===== src/rtl/ctlpin_pkg.sv =====
package ctlpin_pkg;

  typedef enum logic [1:0] {
    LVL_IDLE = 2'd0,
    LVL_HIGH = 2'd1,
    LVL_LOW  = 2'd2
  } lvl_e;

  // Comparator code to level: 10 high, 01 low, 00 and 11 idle.
  function automatic lvl_e decode_pin(input logic [1:0] code);
    case (code)
      2'b10:   return LVL_HIGH;
      2'b01:   return LVL_LOW;
      default: return LVL_IDLE;
    endcase
  endfunction

  // Consecutive-hit update for the slow path; saturates at the limit.
  function automatic int unsigned next_hits(input int unsigned hits,
                                            input logic         seen_low,
                                            input int unsigned  limit);
    if (!seen_low)     return 0;
    if (hits >= limit) return limit;
    return hits + 1;
  endfunction

endpackage


===== src/rtl/ctlpin_sync.sv =====
module ctlpin_sync #(
  parameter int W      = 2,
  parameter int STAGES = 2
) (
  input  logic         clk,
  input  logic         rst_n,
  input  logic [W-1:0] d,
  output logic [W-1:0] q
);
  logic [W-1:0] stage [STAGES];

  always_ff @(posedge clk or negedge rst_n) begin
    if (!rst_n) stage[0] <= '0;
    else        stage[0] <= d;
  end

  for (genvar s = 1; s < STAGES; s++) begin : g_stage
    always_ff @(posedge clk or negedge rst_n) begin
      if (!rst_n) stage[s] <= '0;
      else        stage[s] <= stage[s-1];
    end
  end

  assign q = stage[STAGES-1];
endmodule


===== src/rtl/ctlpin_deglitch.sv =====
module ctlpin_deglitch
  import ctlpin_pkg::*;
#(
  parameter int DG_MS = 10
) (
  input  logic clk,
  input  logic rst_n,
  input  logic tick,
  input  lvl_e lvl_in,
  output lvl_e lvl_out,
  output logic settle
);
  localparam int CW = $clog2(DG_MS + 1);

  lvl_e          cand;
  logic [CW-1:0] cnt;

  assign settle = tick && (lvl_in == cand) && (cnt == CW'(DG_MS - 1));

  always_ff @(posedge clk or negedge rst_n) begin
    if (!rst_n) begin
      cand    <= LVL_IDLE;
      cnt     <= '0;
      lvl_out <= LVL_IDLE;
    end else if (lvl_in != cand) begin
      cand <= lvl_in;
      cnt  <= '0;
    end else if (tick && cnt != CW'(DG_MS)) begin
      cnt <= cnt + 1'b1;
      if (settle) lvl_out <= cand;
    end
  end
endmodule


===== src/rtl/ctlpin_period.sv =====
module ctlpin_period #(
  parameter int PERIOD = 8
) (
  input  logic clk,
  input  logic rst_n,
  input  logic tick,
  output logic due
);
  localparam int CW = (PERIOD > 1) ? $clog2(PERIOD) : 1;

  logic [CW-1:0] cnt;

  assign due = tick && (cnt == CW'(PERIOD - 1));

  always_ff @(posedge clk or negedge rst_n) begin
    if (!rst_n)    cnt <= '0;
    else if (due)  cnt <= '0;
    else if (tick) cnt <= cnt + 1'b1;
  end
endmodule


===== src/rtl/ctlpin_hi_path.sv =====
module ctlpin_hi_path
  import ctlpin_pkg::*;
(
  input  logic clk,
  input  logic rst_n,
  input  logic due,
  input  logic busy,
  input  lvl_e lvl,
  output logic take,
  output logic pending,
  output logic eoc
);
  logic armed;

  // A due sample waits out the packet; the first idle-bus clock takes it.
  assign take = !busy && (due || pending);

  always_ff @(posedge clk or negedge rst_n) begin
    if (!rst_n) begin
      pending <= 1'b0;
      armed   <= 1'b1;
      eoc     <= 1'b0;
    end else begin
      eoc <= 1'b0;
      if (due && busy) pending <= 1'b1;
      else if (take)   pending <= 1'b0;
      if (take && lvl == LVL_HIGH && armed) begin
        eoc   <= 1'b1;
        armed <= 1'b0;
      end else if (lvl == LVL_IDLE) begin
        armed <= 1'b1;
      end
    end
  end
endmodule


===== src/rtl/ctlpin_lo_path.sv =====
module ctlpin_lo_path
  import ctlpin_pkg::*;
#(
  parameter int CONFIRM = 2
) (
  input  logic                         clk,
  input  logic                         rst_n,
  input  logic                         due,
  input  lvl_e                         lvl,
  output logic [$clog2(CONFIRM+1)-1:0] hits,
  output logic                         fault
);
  localparam int HW = $clog2(CONFIRM + 1);

  logic          armed;
  logic [HW-1:0] hits_nx;

  assign hits_nx = HW'(next_hits(int'(hits), lvl == LVL_LOW, CONFIRM));

  always_ff @(posedge clk or negedge rst_n) begin
    if (!rst_n) begin
      hits  <= '0;
      armed <= 1'b1;
      fault <= 1'b0;
    end else begin
      fault <= 1'b0;
      if (due) hits <= hits_nx;
      if (due && armed && hits_nx == HW'(CONFIRM)) begin
        fault <= 1'b1;
        armed <= 1'b0;
      end else if (lvl == LVL_IDLE) begin
        armed <= 1'b1;
      end
    end
  end
endmodule


===== src/rtl/ctlpin_term_det.sv =====
module ctlpin_term_det
  import ctlpin_pkg::*;
#(
  parameter int DG_MS   = 10,
  parameter int FAST_MS = 8,
  parameter int SLOW_MS = 250,
  parameter int CONFIRM = 2,
  parameter int SYNC_N  = 2
) (
  input  logic       clk,
  input  logic       rst_n,
  input  logic [1:0] pin_raw,
  input  logic       ms_tick,
  input  logic       pkt_busy,
  output logic       eoc_req,
  output logic       fault_req
);
  localparam int HW = $clog2(CONFIRM + 1);

  logic [1:0]    pin_sync;
  lvl_e          sync_lvl;
  lvl_e          dg_lvl;
  logic          dg_settle;
  logic          fast_due;
  logic          slow_due;
  logic          hi_take;
  logic          hi_pending;
  logic [HW-1:0] lo_hits;

  ctlpin_sync #(.W(2), .STAGES(SYNC_N)) u_sync (
    .clk(clk), .rst_n(rst_n), .d(pin_raw), .q(pin_sync)
  );

  assign sync_lvl = decode_pin(pin_sync);

  ctlpin_deglitch #(.DG_MS(DG_MS)) u_dg (
    .clk(clk), .rst_n(rst_n), .tick(ms_tick),
    .lvl_in(sync_lvl), .lvl_out(dg_lvl), .settle(dg_settle)
  );

  ctlpin_period #(.PERIOD(FAST_MS)) u_fast (
    .clk(clk), .rst_n(rst_n), .tick(ms_tick), .due(fast_due)
  );

  ctlpin_period #(.PERIOD(SLOW_MS)) u_slow (
    .clk(clk), .rst_n(rst_n), .tick(ms_tick), .due(slow_due)
  );

  ctlpin_hi_path u_hi (
    .clk(clk), .rst_n(rst_n), .due(fast_due), .busy(pkt_busy),
    .lvl(dg_lvl), .take(hi_take), .pending(hi_pending), .eoc(eoc_req)
  );

  ctlpin_lo_path #(.CONFIRM(CONFIRM)) u_lo (
    .clk(clk), .rst_n(rst_n), .due(slow_due), .lvl(dg_lvl),
    .hits(lo_hits), .fault(fault_req)
  );
endmodule


===== config.mk =====
export PLATFORM = sky130hd
export DESIGN_NAME = ctlpin_term_det
export DESIGN_NICKNAME = d
export VERILOG_FILES = /design/src/rtl/ctlpin_pkg.sv /design/src/rtl/ctlpin_sync.sv /design/src/rtl/ctlpin_deglitch.sv /design/src/rtl/ctlpin_period.sv /design/src/rtl/ctlpin_hi_path.sv /design/src/rtl/ctlpin_lo_path.sv /design/src/rtl/ctlpin_term_det.sv
export SDC_FILE = /design/constraint.sdc
export NUM_CORES = 1
export LEC_CHECK = 0
export CAP_MARGIN = 15
export CORE_ASPECT_RATIO = 0.7
export CORE_MARGIN = 4
export CORE_UTILIZATION = 50
export DETAILED_ROUTE_END_ITERATION = 7
export MAX_ROUTING_LAYER = met4
export PLACE_DENSITY = 0.68
export SLEW_MARGIN = 20
export SYNTH_ARGS = -nofsm -noshare
export SYNTH_HDL_FRONTEND = slang
export SYNTH_SLANG_ARGS = --single-unit

===== constraint.sdc =====
create_clock -name clk -period 1.6 [get_ports clk]
set_clock_uncertainty 0.2 [all_clocks]
set_input_delay 0.32 -clock clk [delete_from_list [all_inputs] [get_ports clk]]
set_output_delay 0.32 -clock clk [all_outputs]
set_load 0.05 [all_outputs]

# Yosys cells after proc, flatten, opt, wreduce, memory -nomap -nowiden
# Cells that the tools add are included.
[op_classes] n_eq_ne=11 n_mux=19 bitwise=1 n_lt_le_gt_ge=1 n_addsub=4 reduce_logical=21
[ops] op="$mux 8" n=2
[ops] op="$reduce_bool 2->1" n=6
[ops] op="$logic_and 1x1->1" n=11
[ops] op="$mux 1" n=9
[ops] op="$add 8x1->8 const B" n=1
[ops] op="$eq 8x8->1 const B" n=1
[ops] op="$mux 4" n=2
[ops] op="$eq 2x2->1 const B" n=3
[ops] op="$mux 2" n=3
[ops] op="$mux 3" n=2
[ops] op="$add 4x1->4 const B" n=1
[ops] op="$eq 2x1->1 const B" n=2
[ops] op="$eq 4x4->1 const B" n=1
[ops] op="$ne 4x4->1 const B" n=1
[ops] op="$pmux 2 s2" n=1
[ops] op="$add 3x1->3 const B" n=1
[ops] op="$eq 3x3->1 const B" n=1
[ops] op="$reduce_and 3->1" n=1
[ops] op="$add 2x1->2 const B" n=1
[ops] op="$eq 2x2->1" n=1
[ops] op="$ge 2x2->1 const B" n=1
[ops] op="$logic_not 2->1" n=1
[ops] op="$ne 2x2->1" n=1
[ops] op="$logic_not 1->1" n=1
[ops] op="other kinds (2)" n=2
[totals] out_inout_bits=2 register_bits=30

# Logic depth before layout (Yosys ltp)
[logic_depth] word_depth=8 ltp_mapped=5 depth_no_buf=5

# By module
# A second synthesis with hierarchy kept.
[unflattened] hier_cells=126 area_unflattened_um2=1428.9
[modules_own_cells] module="ctlpin_period at u_slow" n_inst=1 area_per_inst_um2=432.9 cells_each=44
[modules_own_cells] module="ctlpin_deglitch" n_inst=1 area_per_inst_um2=431.7 cells_each=37
[modules_own_cells] module="ctlpin_lo_path" n_inst=1 area_per_inst_um2=166.4 cells_each=15
[modules_own_cells] module="ctlpin_period at u_fast" n_inst=1 area_per_inst_um2=152.6 cells_each=12
[modules_own_cells] module="ctlpin_hi_path" n_inst=1 area_per_inst_um2=115.1 cells_each=10
[modules_own_cells] module="ctlpin_sync" n_inst=1 area_per_inst_um2=115.1 cells_each=6
[modules_own_cells] module="ctlpin_term_det" n_inst=1 area_per_inst_um2=15.0 cells_each=2

# Worst setup path before layout
# OpenSTA, ideal clock, no wires.
[synth_timing] kind="flip-flop to flip-flop" start="reg u_sync.stage, in the netlist u_sync.q[0]" end="reg u_dg.cnt[2]" path_buffers=1 setup_slack_ns=0.140 t_required_ns=1.264 synth_period_minus_slack_ns=1.460 stages_incl_launch_ff=5 arrival_time_ns=1.124 path_cell_list="dfrtp_1 buf_2 or3b_4 a31oi_4 a311oi_2"
[synth_between] elab_chain_len=4 elab_cells_between_ends=6 classes_between="eq/ne (3); mux (2); reduce/logical (1)"
[synth_lines] element="from (decl)" line="ctlpin_sync.sv:10" rtl="logic [W-1:0] stage [STAGES];"
[synth_lines] element="from (signal, indexed assignment)" line="ctlpin_sync.sv:20" rtl="else stage[s] <= stage[s-1];"
[synth_lines] element="$eq 2x1->1 or $eq 2x2->1 (tied branches)" line="ctlpin_pkg.sv:11" rtl="case (code)"
[synth_lines] element="$pmux 2 s2 (*)" line="ctlpin_pkg.sv:11"
[synth_lines] element="$ne 2x2->1 (*)" line="ctlpin_deglitch.sv:25" rtl="end else if (lvl_in != cand) begin"
[synth_lines] element="$mux 4 or $reduce_bool 2->1 (tied branches)"
[synth_lines] element="to (signal assigned)" line="ctlpin_deglitch.sv:29" rtl="cnt <= cnt + 1'b1;"
[synth_lines] element="to (decl)" line="ctlpin_deglitch.sv:16" rtl="logic [CW-1:0] cnt;"
# Mark *: on every way between the ends. The rest lies on a longest branch, timed or not.
# A chain may end at the register's enable or synchronous reset.

# Worst setup path in the final report
[layout_timing] start="reg u_slow.cnt[1]" end="reg u_lo.armed"
[layout_between] elab_chain_len=5 elab_cells_between_ends=6 classes_between="eq/ne (1); mux (1); reduce/logical (4)"
[layout_lines] element="from (decl)" line="ctlpin_period.sv:11" rtl="logic [CW-1:0] cnt;"
[layout_lines] element="from (signal assigned)" line="ctlpin_period.sv:18" rtl="else if (tick) cnt <= cnt + 1'b1;"
[layout_lines] element="$eq 8x8->1 (*)" line="ctlpin_period.sv:13" rtl="assign due = tick && (cnt == CW'(PERIOD - 1));"
[layout_lines] element="$logic_and 1x1->1 (*)" line="ctlpin_period.sv:13"
[layout_lines] element="$logic_and 1x1->1 (*) (2 in series)" line="ctlpin_lo_path.sv:28" rtl="if (due && armed && hits_nx == HW'(CONFIRM)) begin"
[layout_lines] element="$mux 1 or $reduce_bool 2->1 (tied branches)"
[layout_lines] element="to (signal assigned)" line="ctlpin_lo_path.sv:23" rtl="armed <= 1'b1;"
[layout_lines] element="to (signal assigned)" line="ctlpin_lo_path.sv:30" rtl="armed <= 1'b0;"
[layout_lines] element="to (signal assigned)" line="ctlpin_lo_path.sv:32" rtl="armed <= 1'b1;"
[layout_lines] element="to (decl)" line="ctlpin_lo_path.sv:15" rtl="logic armed;"
# Marked as above.

==> impl_metrics.tcl <==
set metrics [dict create \
    run_status "finished, final reports clean" \
    count_of_endpoints_failing_setup_in_the_final_report 0 \
    worst_ir_drop_vdd_v 0.000697 \
    antenna_found_initial 0 \
    nNetsFinal 168 \
    worst-endpoint-required_ns 1.60 \
    cp-start-kind "flip-flop" \
    ys_seq_elements 30 \
    cp.buffers_inverters 1 \
    yosys.area.top_type "sky130_fd_sc_hd__dfrtp_1" \
    most_used_dff_post_synth "sky130_fd_sc_hd__dfrtp_1" \
    asyncSetResetFlopFracSynth_pct 100 \
    max_clock_freq_mhz 650 \
    post-place-ws_ns -0.281 \
    root_buffer "sky130_fd_sc_hd__clkbuf_8" \
    numPortBuffers 7 \
    fp.dieArea_um2 3930 \
    effective_utilization_at_floorplan_pct 52.7 \
    cts_tree "built" \
    std_cell_rows 16 \
    timing.critical_path.slowest_cell_delay_ns 0.40 \
    totalWireLength_mm 2.65 \
    worst-path-max-fanout 7 \
    timing.critical_path.max_delay_family "compound AO/OA/AOI/OAI gates" \
    fin_area_um2 1830 \
    timing_max_transition_violations_final 0 \
    critical_path.slowest_cell "sky130_fd_sc_hd__dfrtp_1" \
    detail_route.first_pass.iterations 4 \
    cts_made_buffers 5 \
    routed-via-count 1045 \
    clock_sink_total 30 \
    cts_htree_levels 2 \
    overflow 0 \
    hold_class "reg2reg" \
    initialDrtViolationCount 38 \
    pin_count_of_the_biggest_net_entering_global_routing 31 \
    synth-edff-count 0 \
    groute.usage.overall_pct 16.4 \
    worstSetupEndpointType "flip-flop" \
    hold_viol_final 0 \
    cellPowerDensity_nw_per_um2 1100 \
    syn-num-nets 143 \
    ys_top_cells_by_count "28 x sky130_fd_sc_hd__dfrtp_1, 8 x sky130_fd_sc_hd__nor2_1, 7 x sky130_fd_sc_hd__ha_1, 7 x sky130_fd_sc_hd__inv_1, 6 x sky130_fd_sc_hd__nand2_1" \
    slew_headroom_pct 80.4 \
    layout-drive-gt1-share_pct 26.3 \
    min_period_over_period_pct 96.2 \
    synth_seq_area_share_pct 50.6 \
    synthDominantCellAreaShare_pct 47.1 \
    drt-vias-per-instance 5.44 \
    post-route-min-period_ns 1.54 \
    design.core.area_um2 2820 \
    synthMostInstantiatedCell "sky130_fd_sc_hd__dfrtp_1" \
    yosysWarningCount 0 \
    area.growth.synth_to_final_pct 23.1 \
    total_leakage_power_nw 0.832 \
    timing.max_cap.violations 0 \
    num_io_pins 8 \
    layout_setup_ws_ns 0.0615 \
    dpl_cell_area_um2 1680 \
    rsz_0062_raised_after_global_routing "yes" \
    synth_area_per_cell_um2 11.5 \
    path_cells "inv_2 > ha_2 > nand4b_4 > o41ai_2 > o21ai_1" \
    fp.dieH_um 53.7 \
    clk_path_buf_depth 2 \
    grt_pass1_wl_mm 4.61 \
    synth.top_cells.by_area "sky130_fd_sc_hd__dfrtp_1 47%, sky130_fd_sc_hd__ha_1 5.9%, sky130_fd_sc_hd__dfstp_2 3.5%" \
    die_width_um 73.2 \
    drcViolationCount 0 \
    n_antenna_cell 0 \
    worstPathArrival_ns 1.54 \
    clock_latency_ns 0.28 \
    drtAntennaViolNets 0 \
    dp_hpwl_mm 1.83 \
    routabilityCongestion 0.788 \
    wire_per_inst_um 13.8 \
    mappedNetlistArea_um2 1490 \
    synthCells 130 \
    clkSlewWorstSetupHoldPaths_ns 0.06 \
    fin_hold_ws_ns 0.147 \
    synth.distinct_cells 48 \
    worstMarginPinSlew_ns 0.294 \
    first_global_vias 1035 \
    criticalPathCategory "reg2reg" \
]
[where the power goes]
part	total, mW	internal, mW	switching (mW)
combinational	0.398	0.213	0.185
sequential	1.00	0.877	0.126
clock	0.620	0.346	0.274
total	2.02	1.44	0.585
[registers in the layout, summed over array words and instances (netlist names)]
register / flops
u_dg.cand: 2
u_dg.cnt: 4
u_dg.lvl_out: 2
u_fast.cnt: 3
u_hi.armed: 1
u_hi.eoc: 1
u_hi.pending: 1
u_lo.armed: 1
u_lo.fault: 1
u_lo.hits: 2
u_slow.cnt: 8
u_sync.q: 2
u_sync.stage: 2
[area by class of cell]
| cell class | count | area (µm²) |
|---|---|---|
| Inverter | 7 | 26.3 |
| Fill cell | 225 | 990 |
| Timing Repair Buffer | 21 | 211 |
| Multi-Input combinational cell | 90 | 706 |
| Clock buffer | 7 | 86.3 |
| Clock inverter | 1 | 5.00 |
| Sequential cell | 30 | 753 |
| Tap cell | 36 | 45.0 |
[stage by stage]
step / cells / utilization, % / setup TNS, ns / power, mW
floorplan: 130 / - / 0 / 1.25
global placement: 179 / 59.7 / -3.18 / 1.37
detailed placement: 179 / 59.7 / -3.60 / 1.39
CTS: 187 / 63.1 / 0 / 2.02
global route: 192 / 64.9 / -0.0210 / 2.15
finish: 192 / 64.9 / 0 / 2.02
[final timing paths]
kind | slack, ns | from | depth (start not counted) | end
worst min register to register | 0.15 | u_sync.stage[2] | 0 | u_sync.q[0]
min in group asynchronous | 0.20 | rst_n | 2 | u_slow.cnt[5]
worst min-delay path | 0.15 | u_sync.stage[2] | 0 | u_sync.q[0]
worst max-delay path | 0.06 | u_slow.cnt[1] | 5 | u_lo.armed
max in group asynchronous | 0.77 | rst_n | 2 | u_hi.armed
worst max register to register | 0.06 | u_slow.cnt[1] | 5 | u_lo.armed
[cells in the final DEF, fill, tap and decap left out, types with 2 or more instances in the layout]
cell / instances
sky130_fd_sc_hd__nand4_1: 4
sky130_fd_sc_hd__buf_12: 3
sky130_fd_sc_hd__o2bb2ai_1: 3
sky130_fd_sc_hd__o21ai_0: 3
sky130_fd_sc_hd__dfrtp_1: 28
sky130_fd_sc_hd__nand2b_1: 3
sky130_fd_sc_hd__dfstp_2: 2
sky130_fd_sc_hd__mux2i_1: 2
sky130_fd_sc_hd__clkdlybuf4s50_1: 4
sky130_fd_sc_hd__nor2b_1: 4
sky130_fd_sc_hd__o21ai_1: 2
sky130_fd_sc_hd__nand3b_1: 3
sky130_fd_sc_hd__a21oi_2: 2
sky130_fd_sc_hd__ha_1: 6
sky130_fd_sc_hd__xor2_1: 4
sky130_fd_sc_hd__nor2_1: 8
sky130_fd_sc_hd__a31oi_1: 2
sky130_fd_sc_hd__clkbuf_8: 6
sky130_fd_sc_hd__nand3_1: 3
sky130_fd_sc_hd__nand2_1: 6
sky130_fd_sc_hd__buf_4: 11
sky130_fd_sc_hd__o31ai_1: 2
sky130_fd_sc_hd__inv_1: 6
sky130_fd_sc_hd__a21oi_1: 4
[per-layer routing]
layer  share of wire (%)  GRT usage, %  up-vias  wire length [µm]
li1                    -             -      522                 -
met1                  49          20.1      495              1290
met2                  44          24.8       18              1170
met3                 4.5          4.48       10               119
met4                 2.8          9.20        0                74
met5                   0             -        -                 0
[timing repair]
item                                   4_1_cts  5_1_grt
hold buffers                                 0        0
gates resized for setup                      1        7
endpoints found under the hold margin        0        0
setup endpoints to repair                    1       18
buffers inserted                             0        4
pin swaps                                    0        4
cloned                                       0        1
[cell families (layout without fill, tap and decap cells)]
family / Yosys count / count (layout) / synth area share [%]
buffers and inverters: 10 / 36 / 3.11
adder cells (fa/ha/maj): 7 / 7 / 5.88
XOR/XNOR: 5 / 5 / 2.94
AO/OA/AOI/OAI: 29 / 29 / 15.4
flip-flops: 30 / 30 / 50.6
multiplexers: 3 / 3 / 2.10
AND/OR/NAND/NOR: 46 / 46 / 20.0
Note: power is estimated with default switching activity, not from simulation.
